### src/rtl/gpt_pkg.sv
package gpt_pkg;
  localparam int ADDR_W = 3;

  localparam logic [ADDR_W-1:0] A_CTRL  = 3'd0;
  localparam logic [ADDR_W-1:0] A_CNT   = 3'd1;
  localparam logic [ADDR_W-1:0] A_LOAD  = 3'd2;
  localparam logic [ADDR_W-1:0] A_MATCH = 3'd3;
  localparam logic [ADDR_W-1:0] A_STS   = 3'd4;
  localparam logic [ADDR_W-1:0] A_ESET  = 3'd5;
  localparam logic [ADDR_W-1:0] A_ECLR  = 3'd6;
  localparam logic [ADDR_W-1:0] A_ENA   = 3'd7;

  localparam int B_RUN  = 0;
  localparam int B_AUTO = 1;
  localparam int B_CMP  = 6;

  localparam int EV_MATCH = 0;
  localparam int EV_OVF   = 1;
  localparam int NEV      = 2;
endpackage

### src/rtl/gpt_count_core.sv
module gpt_count_core #(
  parameter int CNT_W = 32
) (
  input  logic             clk,
  input  logic             rst_n,
  input  logic             tick_en,
  input  logic             wr_ctrl,
  input  logic             run_wd,
  input  logic             wr_cnt,
  input  logic [CNT_W-1:0] cnt_wd,
  input  logic             auto_rl,
  input  logic             cmp_en,
  input  logic [CNT_W-1:0] load_val,
  input  logic [CNT_W-1:0] match_val,
  output logic [CNT_W-1:0] cnt_o,
  output logic             run_o,
  output logic             ovf_evt,
  output logic             match_evt
);
  localparam logic [CNT_W-1:0] ONE = {{(CNT_W-1){1'b0}}, 1'b1};

  logic [CNT_W-1:0] cnt_q;
  logic             run_q;
  logic             step;
  logic             at_top;

  assign step      = run_q && tick_en;
  assign at_top    = (cnt_q == '1);
  assign ovf_evt   = step && at_top;
  assign match_evt = step && cmp_en && (cnt_q == match_val);

  // counter: software write wins, then tick
  always_ff @(posedge clk or negedge rst_n) begin
    if (!rst_n) begin
      cnt_q <= '0;
    end else if (wr_cnt) begin
      cnt_q <= cnt_wd;
    end else if (step) begin
      if (at_top) cnt_q <= auto_rl ? load_val : '0;
      else        cnt_q <= cnt_q + ONE;
    end
  end

  // run bit: control write wins, else one-shot stops at overflow
  always_ff @(posedge clk or negedge rst_n) begin
    if (!rst_n) begin
      run_q <= 1'b0;
    end else if (wr_ctrl) begin
      run_q <= run_wd;
    end else if (ovf_evt && !auto_rl) begin
      run_q <= 1'b0;
    end
  end

  assign cnt_o = cnt_q;
  assign run_o = run_q;
endmodule

### src/rtl/gpt_irq_unit.sv
module gpt_irq_unit #(
  parameter int NEV = 2
) (
  input  logic           clk,
  input  logic           rst_n,
  input  logic [NEV-1:0] evt,
  input  logic           wr_sts,
  input  logic           wr_set,
  input  logic           wr_clr,
  input  logic [NEV-1:0] mask,
  output logic [NEV-1:0] sts_o,
  output logic [NEV-1:0] ena_o,
  output logic           irq_o
);
  logic [NEV-1:0] sts_q;
  logic [NEV-1:0] ena_q;

  for (genvar k = 0; k < NEV; k++) begin : g_ev
    // status: event beats write-one-to-clear
    always_ff @(posedge clk or negedge rst_n) begin
      if (!rst_n)                   sts_q[k] <= 1'b0;
      else if (evt[k])              sts_q[k] <= 1'b1;
      else if (wr_sts && mask[k])   sts_q[k] <= 1'b0;
    end

    always_ff @(posedge clk or negedge rst_n) begin
      if (!rst_n)                   ena_q[k] <= 1'b0;
      else if (wr_set && mask[k])   ena_q[k] <= 1'b1;
      else if (wr_clr && mask[k])   ena_q[k] <= 1'b0;
    end
  end

  assign sts_o = sts_q;
  assign ena_o = ena_q;
  assign irq_o = |(sts_q & ena_q);
endmodule

### src/rtl/gpt_timer.sv
module gpt_timer
  import gpt_pkg::*;
#(
  parameter int CNT_W = 32
) (
  input  logic              clk,
  input  logic              rst_n,
  input  logic              tick_en,
  input  logic              reg_wr,
  input  logic [ADDR_W-1:0] reg_addr,
  input  logic [CNT_W-1:0]  reg_wdata,
  output logic [CNT_W-1:0]  reg_rdata,
  output logic              irq_o
);
  logic             wr_ctrl, wr_cnt, wr_load, wr_match, wr_sts, wr_set, wr_clr;
  logic             auto_q, cmp_q;
  logic [CNT_W-1:0] load_q, match_q;
  logic [CNT_W-1:0] cnt_q;
  logic             run_q;
  logic             ovf_evt, match_evt;
  logic [NEV-1:0]   evt, sts_q, ena_q;
  logic [CNT_W-1:0] ctrl_rd;

  assign wr_ctrl  = reg_wr && (reg_addr == A_CTRL);
  assign wr_cnt   = reg_wr && (reg_addr == A_CNT);
  assign wr_load  = reg_wr && (reg_addr == A_LOAD);
  assign wr_match = reg_wr && (reg_addr == A_MATCH);
  assign wr_sts   = reg_wr && (reg_addr == A_STS);
  assign wr_set   = reg_wr && (reg_addr == A_ESET);
  assign wr_clr   = reg_wr && (reg_addr == A_ECLR);

  always_ff @(posedge clk or negedge rst_n) begin
    if (!rst_n) begin
      auto_q  <= 1'b0;
      cmp_q   <= 1'b0;
      load_q  <= '0;
      match_q <= '0;
    end else begin
      if (wr_ctrl) begin
        auto_q <= reg_wdata[B_AUTO];
        cmp_q  <= reg_wdata[B_CMP];
      end
      if (wr_load)  load_q  <= reg_wdata;
      if (wr_match) match_q <= reg_wdata;
    end
  end

  gpt_count_core #(.CNT_W(CNT_W)) u_core (
    .clk       (clk),
    .rst_n     (rst_n),
    .tick_en   (tick_en),
    .wr_ctrl   (wr_ctrl),
    .run_wd    (reg_wdata[B_RUN]),
    .wr_cnt    (wr_cnt),
    .cnt_wd    (reg_wdata),
    .auto_rl   (auto_q),
    .cmp_en    (cmp_q),
    .load_val  (load_q),
    .match_val (match_q),
    .cnt_o     (cnt_q),
    .run_o     (run_q),
    .ovf_evt   (ovf_evt),
    .match_evt (match_evt)
  );

  always_comb begin
    evt           = '0;
    evt[EV_MATCH] = match_evt;
    evt[EV_OVF]   = ovf_evt;
  end

  gpt_irq_unit #(.NEV(NEV)) u_irq (
    .clk    (clk),
    .rst_n  (rst_n),
    .evt    (evt),
    .wr_sts (wr_sts),
    .wr_set (wr_set),
    .wr_clr (wr_clr),
    .mask   (reg_wdata[NEV-1:0]),
    .sts_o  (sts_q),
    .ena_o  (ena_q),
    .irq_o  (irq_o)
  );

  always_comb begin
    ctrl_rd         = '0;
    ctrl_rd[B_RUN]  = run_q;
    ctrl_rd[B_AUTO] = auto_q;
    ctrl_rd[B_CMP]  = cmp_q;
  end

  always_comb begin
    case (reg_addr)
      A_CTRL:  reg_rdata = ctrl_rd;
      A_CNT:   reg_rdata = cnt_q;
      A_LOAD:  reg_rdata = load_q;
      A_MATCH: reg_rdata = match_q;
      A_STS:   reg_rdata = {{(CNT_W-NEV){1'b0}}, sts_q};
      default: reg_rdata = {{(CNT_W-NEV){1'b0}}, ena_q};
    endcase
  end
endmodule

### config.mk
export PLATFORM = sky130hd
export DESIGN_NAME = gpt_timer
export DESIGN_NICKNAME = d
export VERILOG_FILES = /design/src/rtl/gpt_pkg.sv /design/src/rtl/gpt_count_core.sv /design/src/rtl/gpt_irq_unit.sv /design/src/rtl/gpt_timer.sv
export SDC_FILE = /design/constraint.sdc
export NUM_CORES = 1
export LEC_CHECK = 0
export BUFFER_PORTS_ARGS = -buffer_cell sky130_fd_sc_hd__buf_2
export CORE_ASPECT_RATIO = 2
export CORE_MARGIN = 4
export CORE_UTILIZATION = 44
export CTS_CLUSTER_DIAMETER = 80
export CTS_CLUSTER_SIZE = 28
export DETAILED_ROUTE_END_ITERATION = 10
export PLACE_DENSITY_LB_ADDON = 0.2
export SYNTH_ARGS = -nofsm -noshare
export SYNTH_HDL_FRONTEND = slang
export SYNTH_SLANG_ARGS = --single-unit
### constraint.sdc
create_clock -name clk -period 3.6 [get_ports clk]
set_clock_uncertainty 0.05 [all_clocks]
set_input_delay 0.54 -clock clk [delete_from_list [all_inputs] [get_ports clk]]
set_output_delay 0.54 -clock clk [all_outputs]
set_load 0.005 [all_outputs]
==> flow_summary.ini, run 1 <==
[outcome]
status = complete, no violations

[layout]
diodes = 0
nFillCells = 1312
ff_latch_area_mm2 = 0.002577
finalNonFillerCells = 895
area_delta_synth_final_pct = 13.10
layout_commonest_cell = dfrtp_1
drive_above_1_share_pct = 28.47
design_area_mm2 = 0.007117
final_nets = 741
multiInputGateArea_mm2 = 0.003421
final_cell_mix = 103 x dfrtp_1, 80 x mux2_2, 70 x buf_2

[timing]
rsz0062_at_grt = no
finalHoldViolCount = 0
tns_ps = 0
slew_viol_final = 0
fin_crit_ps = 2876
finalCritPeriodShare_pct = 79.89
max_freq_ghz = 0.3477
setup_viol = 0
worst_pin_slew_ps = 952.3
max_slew_margin_pct = 36.51

[drt]
first_pass_iters = 6
drc_errors = 0
routed_via_density = 6.096
wl_mm = 19.38
drt_iter0_drc = 409
vias = 5456
wl_per_cell_um = 21.65
ant_nets = 0

[worst_setup_path]
cp_max_fo = 40
critPathMaxStageDelay_ps = 710
crit_chain = buf_2 -> nor2b_2 -> buf_4 -> a22oi_1 -> nor2_1 -> buf_2
crit_slowest_cell = buf_2
endpoint_kind = primary output
path_common_cell = buf_2
criticalPathCategory = primary input to primary output
worstPathArrival_ps = 2290
cp.required_ps = 3010
cp-start-kind = primary input

[synth]
synth_edf_count = 0
yosysSeqAreaShare_pct = 40.96
async_reset_ff_share_pct = 100.0
synth.distinct_cells = 55
syn_inst = 664
syn_avg_cell_area_um2 = 9.476
synth_nets = 704
yosys_warnings = 0
yosys_most_used_dff = dfrtp_1
synth_seq_cells = 103
synth_area_mm2 = 0.006292

[global_route]
grt_pass1_vias = 5693
antenna_found_initial = 0
grt_pass1_wl_mm = 30.87
grt_start_max_net_pins = 60
track_usage_pct = 24.24
grt.overflow.total = 0

[cts]
htree_levels = 3
postCtsSetupRepairBufs = 0
clkTransAtPathRegs_ps = 70
ctsResizeCount = 0
clock_insertion_delay_worst_skew_ps = 350
cts_sinks = 103
cts_tree = done
root_buffer = clkbuf_16
cts_buffers = 9
cts_max_path_buffers = 2
cts_hold_buf = 0

[placed_design]
place_inst = 879
place_congestion = 0.9403
hpwl_mm = 13.97
portBuffers = 71
placed_area_mm2 = 0.006820

[floorplan]
io_pins = 72
num_rows = 61
die_h_um = 177.1
core_mm2 = 0.01397
start_util_pct = 45.05
dieArea_mm2 = 0.01639
die_width_um = 92.56

[flow_run]
drv_cap = 0

[power_and_ir_drop]
leakagePower_nw = 2.985
ir_worst_vdd_v = 0.0002509
power_density_mw_per_mm2 = 590.7
finalPower_mw = 4.204

[min_path]
hold_class = primary input to async pin
## report_power, final
group          leakage, nW  switching (mW)  total, mW  internal (mW)
clock                0.139           0.460       1.00          0.544
combinational         1.61           0.682       1.32          0.639
sequential            1.23           0.428       1.88           1.45
## state kept, by name, indices dropped and copies added (netlist names)
signal	cells
load_q	32
u_core.run_o	1
match_q	32
u_irq.sts_o	2
u_core.cnt_o	32
cmp_q	1
u_irq.ena_o	2
auto_q	1
## cells in the mapped netlist, types with 3 or more instances
cell type / count / area (µm²)
or3_1: 12 / 75.07
xnor2_1: 26 / 227.7
nor3_1: 16 / 80.08
nor4_1: 18 / 112.6
a22oi_1: 32 / 240.2
o221ai_1: 7 / 61.31
or2_2: 5 / 31.28
a31oi_1: 5 / 31.28
nor2_1: 44 / 165.2
nand2_1: 54 / 202.7
buf_1: 3 / 11.26
xor2_1: 29 / 254.0
buf_2: 7 / 35.03
nand3_1: 14 / 70.07
inv_1: 14 / 52.55
a21oi_1: 28 / 140.1
clkbuf_1: 50 / 187.7
dfrtp_1: 103 / 2577
a221oi_1: 3 / 26.28
o31ai_1: 4 / 30.03
mux2i_1: 3 / 30.03
and3_1: 10 / 62.56
mux2_2: 80 / 900.9
nand4_1: 12 / 75.07
o21ai_0: 43 / 215.2
## routing by layer
| metal | up-vias | routed length [µm] | global-route usage (%) | share of wire (%) |
|---|---|---|---|---|
| li1 | 2466 | - | - | - |
| met1 | 2708 | 7211 | 27.03 | 37 |
| met2 | 208 | 10210 | 43.16 | 53 |
| met3 | 74 | 838 | 3.149 | 4.3 |
| met4 | 0 | 1126 | 14.58 | 5.8 |
| met5 | - | 0 | 0 | 0 |
## kinds of logic after synthesis
logic type | synth area share, %
fa+ha+maj | 0.1988
buf+inv | 5.190
compound gates | 13.44
mux | 15.51
simple gates | 17.04
xor+xnor | 7.656
flops | 40.96
## final timing paths
check | slack (ps) | to | start | cells after the start
max in group asynchronous | 2570 | u_core.cnt_o[5] | rst_n | 2
worst max register to register | 820 | u_core.cnt_o[29] | u_core.cnt_o[2] | 5
worst min-delay path | 150 | match_q[24] | rst_n | 1
worst max-delay path | 720 | reg_rdata[31] | reg_addr[0] | 6
worst min register to register | 450 | u_core.cnt_o[4] | load_q[4] | 1
min in group clk | 360 | u_core.cnt_o[10] | reg_wdata[10] | 3
## area by class of cell
cell class                      count  area share (%)
Tap cell                          189           3.323
Multi-Input combinational cell    482           48.07
Clock buffer                       10           3.217
Timing Repair Buffer               91           7.489
Inverter                           14          0.7384
Clock inverter                      6          0.9494
Sequential cell                   103           36.22
## worst max-delay path: cells and delay by family
family / cells / cell delay (ps)
AO/OA/AOI/OAI: 1 / 150
buffers and inverters: 3 / 1130
AND/OR/NAND/NOR: 2 / 430
## per-stage QoR
| step | util [%] | hold slack, ps | setup slack [ps] |
|---|---|---|---|
| after floorplan | - | 194.4 | 948.5 |
| after global placement | 48.83 | 430.2 | 742.1 |
| after detailed placement | 48.83 | 437.5 | 725.4 |
| after CTS | 50.95 | 177.1 | 721.0 |
| after global routing | 50.95 | 199.4 | 561.7 |
| final | 50.95 | 151.0 | 723.9 |
Note: power is estimated with default switching activity, not from simulation.
==> inputs of run 2 (changes only) <==
ABC_AREA = 1   (was unset)
clock period = 2.4 ns   (was 3.6 ns; I/O delays follow)
==> flow_summary.ini, run 2 <==
[placed_design]
portBuffers = 71
place_congestion = 0.9567
place_inst = 1234
hpwl_mm = 16.36

[timing]
fin_crit_ps = 2046
max_slew_margin_pct = 50.98
finalHoldViolCount = 0
worst_pin_slew_ps = 734.4
tns_ps = 0
holdWs_ps = 232.4
finalCritPeriodShare_pct = 85.24
slew_viol_final = 0
setup_viol = 0
max_freq_ghz = 0.4888
rsz0062_at_grt = no

[drt]
wl_mm = 21.22
ant_nets = 0
wl_per_cell_um = 16.97
drt_iter0_drc = 396
vias = 6567
drc_errors = 0
routed_via_density = 5.254
first_pass_iters = 5

[worst_setup_path]
crit_slowest_cell = nand2_1
crit_chain = buf_2 -> inv_1 -> nor2_1 -> nand2_1 -> inv_2 -> buf_4 -> nand2_1 -> o211ai_1 -> buf_2
worstPathArrival_ps = 1640
cp-start-kind = primary input
criticalPathCategory = primary input to primary output
critPathMaxStageDelay_ps = 310
cp_max_fo = 10
cp.required_ps = 1990
endpoint_kind = primary output

[min_path]
hold_class = primary input to flop

[synth]
synth_seq_cells = 103
yosysMostFrequentCell = nand2_1
syn_inst = 979
synth_edf_count = 0
yosysSeqAreaShare_pct = 39.25
synth_top_area_share_pct = 39.25
synth.distinct_cells = 33
yosys_most_used_dff = dfrtp_1
synth_largest_area_cell = dfrtp_1
async_reset_ff_share_pct = 100.0
synth_nets = 1019
yosys_warnings = 0
syn_avg_cell_area_um2 = 6.707
synth_common_cells = 343 x nand2_1, 144 x inv_1, 103 x dfrtp_1
synth_area_leaders = dfrtp_1 39%, nand2_1 20%, inv_1 8.2%
synth_area_mm2 = 0.006566

[global_route]
track_usage_pct = 26.11
antenna_found_initial = 0
grt_pass1_vias = 6636
grt_pass1_wl_mm = 34.41
grt_start_max_net_pins = 43
grt.overflow.total = 0

[cts]
htree_levels = 3
root_buffer = clkbuf_16
cts_hold_buf = 1
ctsResizeCount = 0
cts_sinks = 103
cts_buffers = 9
postCtsSetupRepairBufs = 0
clkTransAtPathRegs_ps = 70
cts_max_path_buffers = 2
cts_tree = done
clock_insertion_delay_worst_skew_ps = 350

[power_and_ir_drop]
power_density_mw_per_mm2 = 833.8
ir_worst_vdd_v = 0.0003375
leakagePower_nw = 3.888

[layout]
area_delta_synth_final_pct = 14.33
postLayoutCoreUtil_pct = 51.75
final_cell_mix = 341 x nand2_1, 144 x inv_1, 103 x dfrtp_1
finalNonFillerCells = 1250
layout_commonest_cell = nand2_1
diodes = 0
final_nets = 1094
drive_above_1_share_pct = 12.38

[floorplan]
start_util_pct = 45.26
core_mm2 = 0.01451
die_h_um = 180.8
die_width_um = 94.38
num_rows = 62
io_pins = 72
dieArea_mm2 = 0.01706

[outcome]
status = complete, no violations

[flow_run]
drv_cap = 0
[run 2: cell count changes after synthesis, moves of 20 or more]
| cell | before | now |
|---|---|---|
| o21ai_1 | 0 | 20 |
| a22oi_1 | 32 | 0 |
| nand2_1 | 54 | 343 |
| mux2_2 | 80 | 0 |
| inv_1 | 14 | 144 |
| clkbuf_1 | 50 | 17 |
| xnor2_1 | 26 | 6 |
| o21ai_0 | 43 | 91 |
| nor2_1 | 44 | 75 |
| nand3_1 | 14 | 41 |
[run 2: per-stage QoR]
stage | total power, mW | cell area, µm² | setup slack [ps]
finish | 6.260 | 7507 | 354.4
global route | 6.747 | 7507 | 225.2
CTS | 6.284 | 7507 | 375.2
detailed placement | 4.895 | 7232 | 376.0
global placement | 4.874 | 7232 | 385.8
floorplan | 4.071 | 6566 | 632.2
[run 2: final timing paths]
| check | cells after the start | startpoint | endpoint | slack [ps] |
|---|---|---|---|---|
| worst min-delay path | 3 | reg_wdata[11] | match_q[11] | 230 |
| worst max register to register | 11 | u_core.cnt_o[0] | u_core.cnt_o[29] | 370 |
| worst max-delay path | 9 | reg_addr[1] | reg_rdata[30] | 350 |
| min in group asynchronous | 2 | rst_n | load_q[11] | 460 |
| max in group asynchronous | 3 | rst_n | load_q[16] | 1230 |
| worst min register to register | 2 | load_q[8] | load_q[8] | 440 |
[run 2: layer usage]
layer | track usage [%] | routed length [µm]
met1 | 28.48 | 7830
met3 | 3.164 | 731
met2 | 48.52 | 11710
met4 | 12.21 | 949
met5 | 0 | 0
[run 2: power breakdown]
| group | switching (mW) | internal (mW) |
|---|---|---|
| Clock | 0.666 | 0.706 |
| Combinational | 1.33 | 0.849 |
| Sequential | 0.529 | 2.18 |
[run 2: logic make-up (layout without fill, tap and decap cells)]
logic type / count (synthesis) / in the layout / synth area share (%)
buffers and inverters: 185 / 264 / 11.17
and+or+nand+nor: 488 / 488 / 30.37
adders and majority gates: 1 / 1 / 0.1905
AOI/OAI and AO/OA: 174 / 174 / 15.28
DFF: 103 / 103 / 39.25
xor gates and xnor gates: 28 / 28 / 3.735
[run 2: area by class of cell]
class,count,area (µm²)
fill,1509,6999
inverter,149,560.5
sequential,103,2577
multi-input combinational,691,3261
clock buffer,11,232.7
clock inverter,4,32.53
timing repair buffer,100,603.1
tap,192,240.2
[run 2: critical path, delay by kind of cell]
family / cells / cell delay [ps]
buf+inv: 5 / 650
simple gates: 3 / 500
compound gates: 1 / 110
